`src/rtl/dchg_pkg.sv`:
```
package dchg_pkg;

  // Strobes sent from the control FSM to the interval counters
  typedef struct packed {
    logic vbusLoad;
    logic vbusDec;
    logic vconnLoad;
    logic vconnDec;
  } dchgStrobes_t;

  typedef enum logic {
    VB_REST   = 1'b0,
    VB_STRONG = 1'b1
  } vbusPhase_t;

endpackage

```
`src/rtl/dchg_timer_dp.sv`:
```
module dchg_timer_dp
  import dchg_pkg::*;
#(
  parameter int STRONG_CYCLES    = 262,
  parameter int VCONN_MIN_CYCLES = 65
) (
  input  logic         clk,
  input  logic         rstN,
  input  dchgStrobes_t strobes,
  output logic         vbusTimerZero,
  output logic         vconnTimerZero
);

  localparam int SW = (STRONG_CYCLES    > 1) ? $clog2(STRONG_CYCLES)    : 1;
  localparam int VW = (VCONN_MIN_CYCLES > 1) ? $clog2(VCONN_MIN_CYCLES) : 1;
  localparam logic [SW-1:0] S_LOAD = SW'(STRONG_CYCLES - 1);
  localparam logic [VW-1:0] V_LOAD = VW'(VCONN_MIN_CYCLES - 1);

  logic [SW-1:0] vbusCnt;
  logic [VW-1:0] vconnCnt;

  // Strong-interval down counter
  always_ff @(posedge clk) begin
    if (!rstN)                 vbusCnt <= '0;
    else if (strobes.vbusLoad) vbusCnt <= S_LOAD;
    else if (strobes.vbusDec)  vbusCnt <= vbusCnt - 1'b1;
  end

  // Minimum CC-pin discharge down counter
  always_ff @(posedge clk) begin
    if (!rstN)                  vconnCnt <= '0;
    else if (strobes.vconnLoad) vconnCnt <= V_LOAD;
    else if (strobes.vconnDec)  vconnCnt <= vconnCnt - 1'b1;
  end

  assign vbusTimerZero  = (vbusCnt  == '0);
  assign vconnTimerZero = (vconnCnt == '0);

endmodule

```
`src/rtl/dchg_ctrl.sv`:
```
module dchg_ctrl
  import dchg_pkg::*;
(
  input  logic         clk,
  input  logic         rstN,
  input  logic         detachEvt,
  input  logic [1:0]   vconnSrc,
  input  logic         vconnBelowFlag,
  input  logic         vbusTimerZero,
  input  logic         vconnTimerZero,
  output dchgStrobes_t strobes,
  output logic         strongOn,
  output logic         vconnActive,
  output logic [1:0]   vconnPin
);

  vbusPhase_t phase, phaseNext;
  logic       activeNext;
  logic [1:0] pinNext;

  always_comb begin
    strobes           = '0;
    strobes.vbusLoad  = detachEvt;
    strobes.vconnLoad = detachEvt;
    strobes.vbusDec   = !detachEvt && (phase == VB_STRONG) && !vbusTimerZero;
    strobes.vconnDec  = !detachEvt && vconnActive && !vconnTimerZero;
  end

  always_comb begin
    phaseNext = phase;
    if (detachEvt)                                 phaseNext = VB_STRONG;
    else if (phase == VB_STRONG && vbusTimerZero) phaseNext = VB_REST;
  end

  always_comb begin
    activeNext = vconnActive;
    pinNext    = vconnPin;
    if (detachEvt) begin
      activeNext = |vconnSrc;
      pinNext    = vconnSrc;
    end else if (vconnActive && vconnTimerZero && vconnBelowFlag) begin
      activeNext = 1'b0;
    end
  end

  always_ff @(posedge clk) begin
    if (!rstN) begin
      phase       <= VB_REST;
      vconnActive <= 1'b0;
      vconnPin    <= 2'b00;
    end else begin
      phase       <= phaseNext;
      vconnActive <= activeNext;
      vconnPin    <= pinNext;
    end
  end

  assign strongOn = (phase == VB_STRONG);

endmodule

```
`src/rtl/dchg_seq.sv`:
```
module dchg_seq
  import dchg_pkg::*;
#(
  parameter int STRONG_CYCLES    = 262,
  parameter int VCONN_MIN_CYCLES = 65
) (
  input  logic       clk,
  input  logic       rstN,
  input  logic       detachEvt,
  input  logic [1:0] vconnSrc,
  input  logic       sinkTermSeen,
  input  logic       vbusAboveFlag,
  input  logic       vconnBelowFlag,
  output logic       vbusStrongEn,
  output logic       vbusBleedEn,
  output logic [1:0] vconnDisEn,
  output logic       dischargeDone,
  output logic       powerGrant
);

  dchgStrobes_t strobes;
  logic vbusTimerZero, vconnTimerZero;
  logic strongOn, vconnActive;
  logic [1:0] vconnPin;

  dchg_ctrl ctrl_i (
    .clk            (clk),
    .rstN           (rstN),
    .detachEvt      (detachEvt),
    .vconnSrc       (vconnSrc),
    .vconnBelowFlag (vconnBelowFlag),
    .vbusTimerZero  (vbusTimerZero),
    .vconnTimerZero (vconnTimerZero),
    .strobes        (strobes),
    .strongOn       (strongOn),
    .vconnActive    (vconnActive),
    .vconnPin       (vconnPin)
  );

  dchg_timer_dp #(
    .STRONG_CYCLES    (STRONG_CYCLES),
    .VCONN_MIN_CYCLES (VCONN_MIN_CYCLES)
  ) dp_i (
    .clk            (clk),
    .rstN           (rstN),
    .strobes        (strobes),
    .vbusTimerZero  (vbusTimerZero),
    .vconnTimerZero (vconnTimerZero)
  );

  assign vbusStrongEn  = strongOn;
  assign vbusBleedEn   = !strongOn && !sinkTermSeen;
  assign vconnDisEn    = vconnActive ? vconnPin : 2'b00;
  assign dischargeDone = !strongOn && !vbusAboveFlag && !vconnActive;
  assign powerGrant    = sinkTermSeen && dischargeDone && !detachEvt;

endmodule

```
`config.mk`:
```
export PLATFORM = sky130hd
export DESIGN_NAME = dchg_seq
export DESIGN_NICKNAME = d
export VERILOG_FILES = /design/src/rtl/dchg_pkg.sv /design/src/rtl/dchg_timer_dp.sv /design/src/rtl/dchg_ctrl.sv /design/src/rtl/dchg_seq.sv
export SDC_FILE = /design/constraint.sdc
export NUM_CORES = 1
export LEC_CHECK = 0
export ABC_AREA = 1
export BUFFER_PORTS_ARGS = -buffer_cell sky130_fd_sc_hd__buf_2
export CAP_MARGIN = 15
export CORE_ASPECT_RATIO = 0.9
export CORE_MARGIN = 4
export CORE_UTILIZATION = 55
export CTS_CLUSTER_SIZE = 8
export DETAILED_ROUTE_END_ITERATION = 7
export MAX_ROUTING_LAYER = met4
export PLACE_DENSITY_LB_ADDON = 0.05
export SLEW_MARGIN = 20
export SYNTH_ARGS = -nofsm -noshare
export SYNTH_HDL_FRONTEND = slang
export SYNTH_SLANG_ARGS = --single-unit
```
`constraint.sdc`:
```
create_clock -name clk -period 1.75 [get_ports clk]
set_clock_uncertainty 0.1 [all_clocks]
set_input_delay 0.0875 -clock clk [delete_from_list [all_inputs] [get_ports clk]]
set_output_delay 0.0875 -clock clk [all_outputs]
set_load 0.05 [all_outputs]
```
* Word-level counts from Yosys, hierarchy flattened
Cells that the tools add are included.
Operators by class: add/sub/neg operators 2, muxes and demuxes 9, bitwise operators 1, reduce and logical (&&, ||, !) cells 27
Operators with widths (number):
- 9-bit 2-to-1 mux | 2
- 7-bit 2-to-1 mux | 2
- 1-bit logical AND | 12
- 9-bit zero test | 1
- 9-bit by 1-bit subtractor with 9-bit output (second input constant) | 1
- 2-bit nonzero test | 4
- 1-bit zero test | 7
- 7-bit zero test | 1
- 7-bit by 1-bit subtractor with 7-bit output (second input constant) | 1
- 1-bit 2-to-1 mux | 4
- 2-bit OR reduction | 2
- 2-bit 2-to-1 mux | 1
- 1-bit inverter | 1
Word-level totals: register bits 20, bits of input ports 8, output and inout port bits 6, logic and storage cells 46

* Depth between registers and ports, before layout
Gate-level depths: netlist (run 1).
depth after elaboration 5, gate-level depth with buffers 10, mapped depth without buffers 10

* Cells and area by module
A second synthesis (run 1) with hierarchy kept.
Second synthesis, totals: cells, all modules 158, area, all modules 1033.5 um^2
By module, submodules not included:
- dchg_timer_dp | times used 1, cells an instance 122, area each 812.0 um^2, seq. area each 320.3 um^2
- dchg_ctrl | times used 1, cells an instance 24, area each 173.9 um^2, seq. area each 80.1 um^2
- dchg_seq | times used 1, cells an instance 12, area each 47.5 um^2, seq. area each 0.0 um^2

* Least setup slack after synthesis (run 1)
Ideal clock, no wire load.
path type reg2out, start register ctrl_i.phase (netlist: ctrl_i.strongOn), end output port powerGrant, data arrival time 2485 ps, data required time 1562 ps, setup slack -922 ps, cell stages (with the launch flop) 4, path buffers 0, cells stage by stage dfxtp_1 -> nor3_1 -> nand2_1 -> nor2_1
Between the ends: longest elaborated chain between the ends 5
RTL lines:
- start, declared | line dchg_ctrl.sv:17 | vbusPhase_t phase, phaseNext;
- start signal, assigned | line dchg_ctrl.sv:52 | phase <= phaseNext;
- 1-bit zero test | line dchg_seq.sv:54 | assign dischargeDone = !strongOn && !vbusAboveFlag && !vconnActive;
- 1-bit logical AND (2 in series) | line dchg_seq.sv:54
- via dischargeDone | line dchg_seq.sv:17 | output logic dischargeDone,
- 1-bit logical AND (2 in series) | line dchg_seq.sv:55 | assign powerGrant = sinkTermSeen && dischargeDone && !detachEvt;
- end, declared | line dchg_seq.sv:18 | output logic powerGrant
The timed path passes the listed nets, and every way through them passes these cells.

* Worst setup path in the final report (run 1)
start register dp_i.vbusCnt[0], end register dp_i.vbusCnt[6]
Between the ends: longest elaborated chain between the ends 3, elaborated cells between the ends (all ways) 4, those cells by class add/sub (1); reduce/logical (3)
RTL lines:
- start, declared | line dchg_timer_dp.sv:19 | logic [SW-1:0] vbusCnt;
- start signal, assigned | line dchg_timer_dp.sv:26 | else if (strobes.vbusDec) vbusCnt <= vbusCnt - 1'b1;
- branches (longest 3 deep; another with 9-bit by 1-bit subtractor with 9-bit output)
Several ways; the timed one is not identified. A chain may end at the register's enable or synchronous reset.

==> impl_metrics.yaml, run 1 <==
synth:
  synthTopCellsByArea: "dfxtp_1 37%, nand2_1 14%, inv_1 8.1%"
  netlist_area_um2: 1070
  yosysWarningCount: 0
  synth_top_area_share_pct: 37.4
  synth_area_leader_cell: "dfxtp_1"
  ys_seq_elements: 20
  avgSynthCellArea_um2: 6.91
  seq_area_frac_synth_pct: 37.4
  syn-num-nets: 166
  yosysUniqueCellTypes: 25
  synth_cells: 155
power:
  p_int_uw: 616
  powerDensity_nw_per_um2: 711
  sw_frac_of_total_pct: 29.7
  seqPwrFrac_pct: 55.6
  power_frac_clock_pct: 24.5
  p_leak_nw: 0.590
  combPwrFrac_pct: 19.9
  p_sw_uw: 261
  peakVddDrop_mv: 0.627
hold_path:
  hp-class: "in -> reg"
critical_path:
  crit_type: "reg -> reg"
  cp_slowest_cell: "dfxtp_1"
  cp_slowest_stage_delay_ns: 0.33
  regToRegSetupSlack_ns: 0.16
  worst-path-buf-inv: 2
  path_cells: "inv_1 > ha_2 > nand2_1 > nor2_1 > nand3_2 > nand2_4 > inv_1 > nand2_1 > a21oi_1"
  critPathTopFamily: "simple AND/OR/NAND/NOR gates"
  worstSetupEndpointType: "flip-flop"
  crit_required_ns: 1.85
  path_max_fanout: 13
  arrival_ns: 1.69
  start_kind: "flip-flop"
clocking:
  clk_pin_slew_ns: 0.11
  clk_latency_ns: 0.30
  cts_setup_buffers: 0
  cts_tree: "done"
  cts_sinks: 20
  numCtsBuffers: 3
  htreeDepth: 1
  root_buffer: "clkbuf_4"
  clock_path_buffers: 2
place:
  place_inst: 191
  pre_cts_ws_ns: 0.108
  gp_congestion: 0.872
  dpl_cell_area_um2: 1170
  dp_hpwl_um: 1580
  numPortBuffers: 13
route:
  post_drt_wl_per_cell_um: 10.8
  vias: 988
  viasPerCell: 5.02
  drt_first_iter_violations: 25
  ant_nets: 0
  drc_errors: 0
  firstDrtPassIters: 4
  finalWirelength_um: 2120
cells_and_area:
  synthToLayoutAreaGrowth_pct: 15.2
  final_cells: 197
  multi_input_area_um2: 574
  drive_above_1_share_pct: 15.6
  seq_area_um2: 400
  layout.nets: 186
  mostFrequentLayoutCell: "nand2_1"
  postLayoutCellArea_um2: 1230
  layout_common_cells: "39 x nand2_1, 23 x inv_1, 20 x dfxtp_1"
  antenna_cells: 0
  fillers: 157
sta:
  hold_ws_ns: 0.0193
  tightest_slew_ns: 0.305
  finalSetupTns_ns: 0
  slew_viol_final: 0
  relSlewSlack_pct: 79.6
  fmax_mhz: 628
  finalSetupViolCount: 0
  min_period_ns: 1.59
  timing.final.crit_share_pct: 91.1
  finalHoldViolations: 0
  fin_ws_ns: 0.157
global_route:
  grt_max_degree: 14
  grt_pass1_vias: 890
  grt_overflow: 0
  antenna_found_initial: 0
  grt_usage_pct: 18.6
  grt_pass1_wl_um: 3740
die:
  rows: 14
  die-area_um2: 2720
  initial_core_util_pct: 61.1
  core_um2: 1750
  ios: 14
  fp.dieW_um: 54.5
  die_h_um: 49.9
run_status:
  status: "finished clean"
job:
  drv_cap: 0
## cell usage after synthesis, drive strengths merged
cell	number
a311oi	1
dfxtp	20
a21oi	15
nor3	2
ha	3
nand4	3
nor2	17
o21ai	6
nand3b	1
nand2	40
inv	26
o221a	1
xor2	6
buf	2
o31ai	1
nand3	8
xnor2	1
o21bai	1
clkinv	1
## routing by layer
layer,global-route usage (%),routed length [um],vias to the layer above
li1,-,-,527
met1,23.6,973,440
met2,29.7,1040,19
met3,6.33,100,2
met4,1.24,5,0
met5,-,0,-
## area by class of cell
cell class / instances / area share (%)
clock buffers: 3 / 1.83
inverters: 27 / 8.42
multi-input cells: 106 / 46.6
flip-flops and latches: 20 / 32.5
well taps: 24 / 2.43
repair buffers: 17 / 8.32
## through the flow
stage,utilization [%],power (mW)
final,70.4,0.877
after global routing,70.4,0.930
after CTS,70.0,0.885
after detailed placement,67.0,0.664
after global placement,67.0,0.660
after floorplan,-,0.628
## power by group through the flow
| stage | Clock, mW | Combinational, mW | Sequential (mW) |
|---|---|---|---|
| 2_1_floorplan | 0 | 0.128 | 0.500 |
| 5_1_grt | 0.245 | 0.195 | 0.490 |
| 3_5_place_dp | 0 | 0.166 | 0.498 |
| 6_report | 0.215 | 0.175 | 0.488 |
| 3_3_place_gp | 0 | 0.163 | 0.498 |
| 4_1_cts | 0.226 | 0.172 | 0.488 |
## worst paths after layout
| check | from | endpoint | depth (start not counted) |
|---|---|---|---|
| max reg2reg | dp_i.vbusCnt[0]$_SDFFE_PN0P_ | dp_i.vbusCnt[6]$_SDFFE_PP0P_ | 9 |
| min reg2reg | ctrl_i.vconnPin[0]$_SDFFE_PN0P_ | ctrl_i.vconnPin[0]$_SDFFE_PN0P_ | 2 |
| min | detachEvt | dp_i.vbusCnt[8]$_SDFFE_PN0P_ | 3 |
| max | dp_i.vbusCnt[0]$_SDFFE_PN0P_ | dp_i.vbusCnt[6]$_SDFFE_PP0P_ | 9 |
## registers in the layout, summed over array words and instances, names as in the netlist
| register | count |
|---|---|
| ctrl_i.vconnPin | 2 |
| ctrl_i.strongOn | 1 |
| dp_i.vbusCnt | 9 |
| dp_i.vconnCnt | 7 |
| ctrl_i.vconnActive | 1 |
## logic make-up (layout without fill, tap and decap cells)
group / Yosys count / in the layout / synth area share, %
and+or+nand+nor: 71 / 71 / 27.8
xor gates and xnor gates: 7 / 7 / 5.72
DFF: 20 / 20 / 37.4
AOI/OAI and AO/OA: 25 / 25 / 14.1
buffers and inverters: 29 / 47 / 11.4
adders and majority gates: 3 / 3 / 3.51
## timing repair
action,CTS,global route
endpoints found under the hold margin,3,0
hold buffers,3,0
resized for setup,0,2
endpoints found under the setup margin,0,8
## worst register-to-register path, stage by stage, from the launching register on
cell and delay (ns):
dfxtp_1 0.33, inv_1 0.11, ha_2 0.23, nand2_1 0.08, nor2_1 0.15, nand3_2 0.14
nand2_4 0.16, inv_1 0.08, nand2_1 0.07, a21oi_1 0.05
Note: power is estimated with default switching activity, not from simulation.
==> run 2, diff against run 1 <==
--- a/config.mk
+++ b/config.mk
@@ -5,7 +5,7 @@
 export SDC_FILE = /design/constraint.sdc
 export NUM_CORES = 1
 export LEC_CHECK = 0
-export ABC_AREA = 1
+export ABC_AREA = 0
 export BUFFER_PORTS_ARGS = -buffer_cell sky130_fd_sc_hd__buf_2
 export CAP_MARGIN = 15
 export CORE_ASPECT_RATIO = 0.9
==> impl_metrics.yaml, run 2 <==
run_status:
  status: "finished clean"
critical_path:
  crit_type: "reg -> reg"
  start_kind: "flip-flop"
  worstSetupEndpointType: "flip-flop"
  crit_required_ns: 1.88
  arrival_ns: 1.84
  path_max_fanout: 4
clocking:
  numCtsBuffers: 3
  cts_tree: "done"
  cts_sinks: 20
  htreeDepth: 1
  clock_path_buffers: 2
  clk_pin_slew_ns: 0.12
  root_buffer: "clkbuf_4"
  clk_latency_ns: 0.30
synth:
  synth_top_area_share_pct: 38.6
  synth_xor_area_share_pct: 4.22
  async_flop_share_pct: 0
  synth_cells: 109
  avgSynthCellArea_um2: 9.52
  synthFlopType: "dfxtp_1"
  synthTopCellsByArea: "dfxtp_1 39%, a211oi_1 5.1%, nor2_1 4.3%"
  seq_area_frac_synth_pct: 38.6
  yosysWarningCount: 0
  syn-num-nets: 120
  synth-simple-area-share_pct: 26.2
  netlist_area_um2: 1040
  yosysMostFrequentCell: "dfxtp_1"
  synth_compound_area_share_pct: 20.7
  synthAdderAreaFrac_pct: 3.62
  synth_common_cells: "20 x dfxtp_1, 12 x nor2_1, 7 x a211oi_1"
  synth_top_family_by_area: "simple AND/OR/NAND/NOR gates"
  muxShareOfSynthArea_pct: 3.02
  synth_edf_count: 0
  synth_area_leader_cell: "dfxtp_1"
  ys_seq_elements: 20
  yosysUniqueCellTypes: 38
cells_and_area:
  synthToLayoutAreaGrowth_pct: 30.3
  seq_area_um2: 404
  reg_top3: "dp_i.vbusCnt x9, dp_i.vconnCnt x7, ctrl_i.vconnPin x2"
  layout.nets: 151
  antenna_cells: 0
  largest_reg_flops: 9
  multi_input_area_um2: 649
  layout_common_cells: "17 x dfxtp_1, 13 x buf_2, 12 x nor2_1"
  drive_above_1_share_pct: 31.7
  largest-register: "dp_i.vbusCnt"
  fillers: 106
  mostFrequentLayoutCell: "dfxtp_1"
global_route:
  grt_pass1_wl_um: 3770
  grt_overflow: 0
  grt_pass1_vias: 840
  antenna_found_initial: 0
  grt_max_degree: 13
  grt_usage_pct: 19.7
sta:
  min_period_ns: 1.71
  finalHoldViolations: 0
  finalSetupTns_ns: 0
  tightest_slew_ns: 0.513
  hold_ws_ns: 0.0263
  fmax_mhz: 585
  timing.final.crit_share_pct: 97.8
  relSlewSlack_pct: 65.8
  slew_viol_final: 0
  finalSetupViolCount: 0
hold_path:
  hp-class: "in -> reg"
die:
  ios: 14
  fp.dieW_um: 53.8
  die_h_um: 49.2
  rows: 14
  die-area_um2: 2650
  core_um2: 1730
  initial_core_util_pct: 59.8
route:
  drc_errors: 0
  drt_first_iter_violations: 26
  viasPerCell: 5.69
  post_drt_wl_per_cell_um: 14.0
  finalWirelength_um: 2290
  ant_nets: 0
  firstDrtPassIters: 4
  vias: 928
power:
  sw_frac_of_total_pct: 25.2
  powerDensity_nw_per_um2: 789
  p_leak_nw: 0.553
  p_total_mw: 1.07
  combPwrFrac_pct: 18.6
  peakVddDrop_mv: 0.856
  seqPwrFrac_pct: 46.1
  p_int_uw: 797
  power_frac_clock_pct: 35.3
  p_sw_uw: 269
place:
  numPortBuffers: 13
  dp_hpwl_um: 1530
  gp_congestion: 0.782
job:
  drv_cap: 0
[run 2: path summary, 6_finish.rpt]
path                                  from                            end  slack [ns]  cells past startpoint
max           dp_i.vbusCnt[1]$_SDFFE_PP0P_   dp_i.vbusCnt[5]$_SDFFE_PP0P_        0.04                      6
min                              detachEvt   ctrl_i.strongOn$_SDFFE_PN0P_        0.03                      2
max reg2reg   dp_i.vbusCnt[1]$_SDFFE_PP0P_   dp_i.vbusCnt[5]$_SDFFE_PP0P_        0.04                      6
min reg2reg  dp_i.vconnCnt[1]$_SDFFE_PP0P_  dp_i.vconnCnt[1]$_SDFFE_PP0P_        0.43                      2
[run 2: final cells by class]
type	count	share of cell area, %
multi-input combinational	81	48.1
clock buffer	3	1.67
clock inverter	1	2.22
inverter	6	1.67
timing repair buffer	28	14.3
sequential	20	29.9
tap	24	2.22
[run 2: cell families (layout without fill, tap and decap cells)]
| logic type | count (synthesis) | after routing |
|---|---|---|
| XOR/XNOR | 5 | 5 |
| multiplexers | 3 | 3 |
| AO/OA/AOI/OAI | 29 | 29 |
| AND/OR/NAND/NOR | 41 | 41 |
| flip-flops | 20 | 20 |
| buffers and inverters | 8 | 38 |
| adder cells (fa/ha/maj) | 3 | 3 |
[run 2: layer usage]
metal  up-vias  wire [um]  global-route usage (%)  part of all wire, %
li1        466          -                       -                    -
met1       422        998                    26.1                   44
met2        38       1120                    29.6                   49
met3         2        155                    2.75                  6.8
met4         0         13                    7.66                 0.57
met5         -          0                       -                    0
[run 2: metrics by stage]
stage,util [%],setup WS [ns],std cells,instance area [um2]
3_3_place_gp,68.5,0.0175,151,1190
4_1_cts,76.0,0.0163,162,1320
6_report,77.9,0.0392,163,1350
2_1_floorplan,-,0.00408,109,1060
5_1_grt,77.9,-0.00410,163,1350
3_5_place_dp,68.5,-0.0317,151,1190
[run 2: what timing repair did]
item / 4_1_cts / 5_1_grt
endpoints found under the hold margin: 8 / 0
resized for setup: 3 / 7
hold buffers: 6 / 0
setup buffers: 1 / 1
endpoints found under the setup margin: 1 / 5
pin swaps: 2 / 7
[run 2: worst max-delay path, cell delays in order, from the launching register on]
cell	delay, ns
dfxtp_2	0.35
inv_2	0.05
ha_4	0.15
nor3b_4	0.15
a31o_4	0.24
or4b_4	0.48
a21oi_2	0.13
[run 2: power by group through the flow]
stage                     combinational [mW]  clock, mW  sequential, mW
after floorplan                        0.110          0           0.504
after global placement                 0.163          0           0.498
after detailed placement               0.167          0           0.500
after CTS                              0.185      0.382           0.491
after global routing                   0.214      0.399           0.493
final                                  0.198      0.377           0.492
